## config.mk

```make
export PLATFORM = sky130hd
export DESIGN_NAME = pixel_recon
export DESIGN_NICKNAME = d
export VERILOG_FILES = /design/src/rtl/pixel_recon.sv
export SDC_FILE = /design/constraint.sdc
export NUM_CORES = 1
export LEC_CHECK = 0
export ABC_AREA = 1
export BUFFER_PORTS_ARGS = -buffer_cell sky130_fd_sc_hd__buf_2
export CAP_MARGIN = 40
export CORE_MARGIN = 2
export CORE_UTILIZATION = 44
export CTS_CLUSTER_DIAMETER = 150
export DETAILED_ROUTE_END_ITERATION = 10
export GPL_TIMING_DRIVEN = 1
export PLACE_DENSITY = 0.86
export SETUP_SLACK_MARGIN = 0.3
export SLEW_MARGIN = 15
export SYNTH_ARGS = -nofsm -noshare
export SYNTH_HDL_FRONTEND = slang
export SYNTH_SLANG_ARGS = --single-unit
```

## constraint.sdc

```tcl
create_clock -name clk -period 3.1 [get_ports clk]
set_input_delay 0.155 -clock clk [delete_from_list [all_inputs] [get_ports clk]]
set_output_delay 0.155 -clock clk [all_outputs]
set_load 0.01 [all_outputs]
```

## src/rtl/pixel_recon.sv

```systemverilog
module pixel_recon #(
  parameter int ADDR_W   = 16,
  parameter int STRIDE_W = 16,
  parameter int RES_W    = 32,
  parameter int SHIFT    = 20,
  parameter int NPIX     = 8
) (
  input  logic                    clk,
  input  logic                    rst_n,
  input  logic                    start,
  input  logic                    add_mode,
  input  logic                    chain,
  input  logic [ADDR_W-1:0]       base,
  input  logic [STRIDE_W-1:0]     stride,
  input  logic [NPIX*RES_W-1:0]   results,
  output logic [ADDR_W-1:0]       mem_addr,
  output logic                    mem_rd,
  output logic                    mem_wr,
  output logic [7:0]              mem_wdata,
  input  logic [7:0]              mem_rdata,
  output logic                    busy,
  output logic                    done
);
  localparam int IDX_W = (NPIX > 1) ? $clog2(NPIX) : 1;
  localparam logic [IDX_W-1:0] LAST = IDX_W'(NPIX - 1);

  typedef enum logic [1:0] {S_IDLE, S_RD, S_WR} st_t;

  st_t                    st;
  logic [IDX_W-1:0]       idx;
  logic [ADDR_W-1:0]      addr_q;
  logic [ADDR_W-1:0]      col_base;
  logic [STRIDE_W-1:0]    stride_q;
  logic                   mode_q;
  logic [NPIX*RES_W-1:0]  res_q;
  logic                   done_q;

  logic [ADDR_W-1:0]      start_base;
  logic [ADDR_W-1:0]      stride_ext;
  logic signed [RES_W-1:0] cur;
  logic signed [RES_W-1:0] scaled;
  logic signed [RES_W:0]   sum;
  logic [7:0]             pix;

  assign start_base = chain ? col_base + 1'b1 : base;
  assign stride_ext = ADDR_W'(stride_q);

  assign cur    = res_q[idx*RES_W +: RES_W];
  assign scaled = cur >>> SHIFT;
  assign sum    = {scaled[RES_W-1], scaled} +
                  (mode_q ? {{(RES_W-7){1'b0}}, mem_rdata} : '0);

  always_comb begin
    if (sum < 0)        pix = 8'd0;
    else if (sum > 255) pix = 8'd255;
    else                pix = sum[7:0];
  end

  assign mem_addr  = addr_q;
  assign mem_rd    = (st == S_RD);
  assign mem_wr    = (st == S_WR);
  assign mem_wdata = pix;
  assign busy      = (st != S_IDLE);
  assign done      = done_q;

  always_ff @(posedge clk) begin
    if (!rst_n) begin
      st       <= S_IDLE;
      idx      <= '0;
      addr_q   <= '0;
      col_base <= '0;
      stride_q <= '0;
      mode_q   <= 1'b0;
      res_q    <= '0;
      done_q   <= 1'b0;
    end else begin
      done_q <= 1'b0;
      case (st)
        S_IDLE: if (start) begin
          mode_q   <= add_mode;
          stride_q <= stride;
          res_q    <= results;
          col_base <= start_base;
          addr_q   <= start_base;
          idx      <= '0;
          st       <= add_mode ? S_RD : S_WR;
        end
        S_RD: st <= S_WR;
        S_WR: begin
          addr_q <= addr_q + stride_ext;
          if (idx == LAST) begin
            st     <= S_IDLE;
            done_q <= 1'b1;
          end else begin
            idx <= idx + 1'b1;
            st  <= mode_q ? S_RD : S_WR;
          end
        end
        default: st <= S_IDLE;
      endcase
    end
  end
endmodule


```

==> reports/qor.yml <==
outcome:
  status: "complete, but fails checks"
  violations: "negative setup slack"
power_and_ir_drop:
  switching_share_pct: 32.9
  finalPower_mw: 5.82
  pwr-share-seq_pct: 39.1
  clkPwrFrac_pct: 34.6
  p_leak_nw: 4.81
  combPwrFrac_pct: 26.3
  pwr_density_cell_mw_per_mm2: 565
  internal-power_mw: 3.91
  max-vdd-ir-drop_uv: 377
  p_sw_mw: 1.92
yosys:
  synth.distinct_cells: 33
  netlist.area_leader.share_pct: 37.6
  yosys_warnings: 0
  synth_edf_count: 0
  netlist_instances: 1214
  avgSynthCellArea_um2: 6.62
  syn_area_mm2: 0.00804
  ys_ff_latch: 151
  synthTopCellsByArea: "dfxtp_1, nor2_1, o21ai_0, nand2_1, a21oi_1"
  synthFlopType: "dfxtp_1"
  async_reset_ff_share_pct: 0
  ys_seq_area_share_pct: 37.6
  syn_nets: 1543
  synth_area_leader_cell: "dfxtp_1"
sta:
  timing.final.crit_share_pct: 108
  rsz0062_at_grt: "true"
  hold_viol: 0
  fin_crit_ps: 3350
  tightest_slew_ps: 653
  max_freq_mhz: 298
  slew_headroom_pct: 56.2
  setup_slack_ps: -253
  slew_viol_final: 0
  fin_skew_ps: 9.15
  setup_viol: 8
job:
  max-cap-violations: 0
min_path:
  min_path_type: "primary input to flop"
critical_path:
  worstPathArrival_ps: 3200
  reg2reg_setup_slack_ps: 770
  crit_path_start_kind: "flop"
  required_ps: 2940
  end_kind: "output pin"
  cp_max_fo: 8
  setup.worst_path.class: "flop to output pin"
die:
  start_util_pct: 44.8
  die_y_um: 139
  dieArea_mm2: 0.0194
  io-pin-count: 329
  die_w_um: 139
  num_rows: 49
  core_area_mm2: 0.0180
cts:
  clk_pin_slew_ps: 60
  clock-sinks: 151
  insertion_delay_ps: 430
  clockBufferDepth: 2
  cts_tree: "built"
  htreeDepth: 4
  root_buffer: "clkbuf_16"
  cts_buffers: 17
finish:
  fin_cells: 1648
  n_fill_cell: 1640
  multi_input_area_mm2: 0.00446
  final_cell_mix: "nor2_1, nand2_1, buf_2, o21ai_0, dfxtp_1"
  drive_gt1_share_pct: 19.7
  area_delta_synth_final_pct: 28.2
  final_nets: 1734
  fin_util_pct: 57.4
  register_area_mm2: 0.00303
  final_common_cell: "nor2_1"
global_routing:
  grt_use_met3_pct: 4.49
  grt_usage_pct: 24.0
  met1_usage_pct: 31.7
  grt_overflow: 0
  grt_pass1_vias: 7863
  grt_max_degree: 170
  busiest_layer: "met2"
  antenna_found_initial: 2
  grt_pass1_wl_um: 38100
  grtUsageMet2_pct: 39.4
placement:
  placed_cells: 1564
  place_hpwl_um: 16600
  port_buffers: 168
  gp_congestion: 0.953
  dp_slack_ps: 39.2
routing:
  dr.pass1.iters: 5
  drt-total-wl_um: 23900
  wl_per_cell_um: 14.5
  drt-initial-drc-count: 630
  drc: 0
  antenna_left: 0
  vias: 8672
  via_per_inst: 5.26
[sequential cells by signal, indices dropped and copies added (netlist names)]
signal      cells
stride_ext     16
mode_q          1
st              2
col_base       16
mem_addr       16
res_q          96
idx             3
done            1
[metrics by stage]
step / instance area [µm²] / setup TNS [ps] / hold WS [ps]
detailed placement: 9070 / 0 / 411
floorplan: 8060 / 0 / 322
global route: 10300 / -3570 / 6.48
CTS: 10200 / -1770 / 1.74
global placement: 9060 / 0 / 404
finish: 10300 / -1910 / 8.89
[routing by layer]
metal,part of all wire (%),up-vias
li1,-,4350
met1,45,3994
met2,46,285
met3,6.1,43
met4,2.7,0
met5,0,-
[final cells by class]
cell class,instances,area share (%)
tap,229,2.78
antenna,2,0.0486
timing repair buffer,241,15.2
clock buffer,19,4.40
sequential,151,29.4
multi-input combinational,896,43.3
clock inverter,12,1.15
inverter,98,3.69
[final timing paths]
kind / startpoint / end / depth (start not counted)
worst min-delay path: results[20] / res_q[20] / 3
worst max-delay path: idx[0] / mem_wdata[3] / 20
worst max register to register: mem_addr[0] / mem_addr[14] / 13
worst min register to register: res_q[28] / res_q[28] / 2
[cell usage after synthesis, types with 9 or more instances]
master,number
nor2_1,268
nand2_1,197
o21ai_0,165
dfxtp_1,151
inv_1,96
a21oi_1,84
nand3_1,59
clkbuf_1,44
ha_1,26
a31oi_1,14
buf_2,13
xor2_1,11
nor3_1,10
o211ai_1,10
o22ai_1,9
xnor2_1,9
[critical path, stage by stage (launching register included)]
cell     delay (ps)
dfxtp_4         420
buf_4           140
buf_4           150
nor2_2           50
nor2_1          110
o21ai_1         110
a31oi_1         240
ha_1            320
nand2_1         110
inv_1            60
a21oi_2         120
nand2_1          90
nand2_1          80
nand2_2          60
nand2_2          80
nor2_2           50
nor2_4          250
nand3_2         110
nand2_1          70
inv_1            40
buf_2           130
[timing repair]
item                       4_1_cts  5_1_grt
pin swaps                       21       23
buffers inserted                10        2
cloned                           0        1
hold endpoints to repair        38        0
hold buffers                    38        0
gates resized for setup         33       18
setup endpoints to repair        8        8
[power groups by stage]
stage | combinational, mW | clock [mW] | sequential (mW)
global placement | 1.33 | 0 | 2.31
finish | 1.53 | 2.02 | 2.28
global route | 1.71 | 2.13 | 2.29
CTS | 1.49 | 2.04 | 2.27
detailed placement | 1.36 | 0 | 2.31
floorplan | 0.968 | 0 | 2.27
[cell families after synthesis]
family,synth area share (%)
DFF,37.6
AOI/OAI and AO/OA,19.3
xor gates and xnor gates,2.18
adders and majority gates,4.54
buffers and inverters,8.54
and+or+nand+nor,27.8
Power figures use the tool's default switching activity.
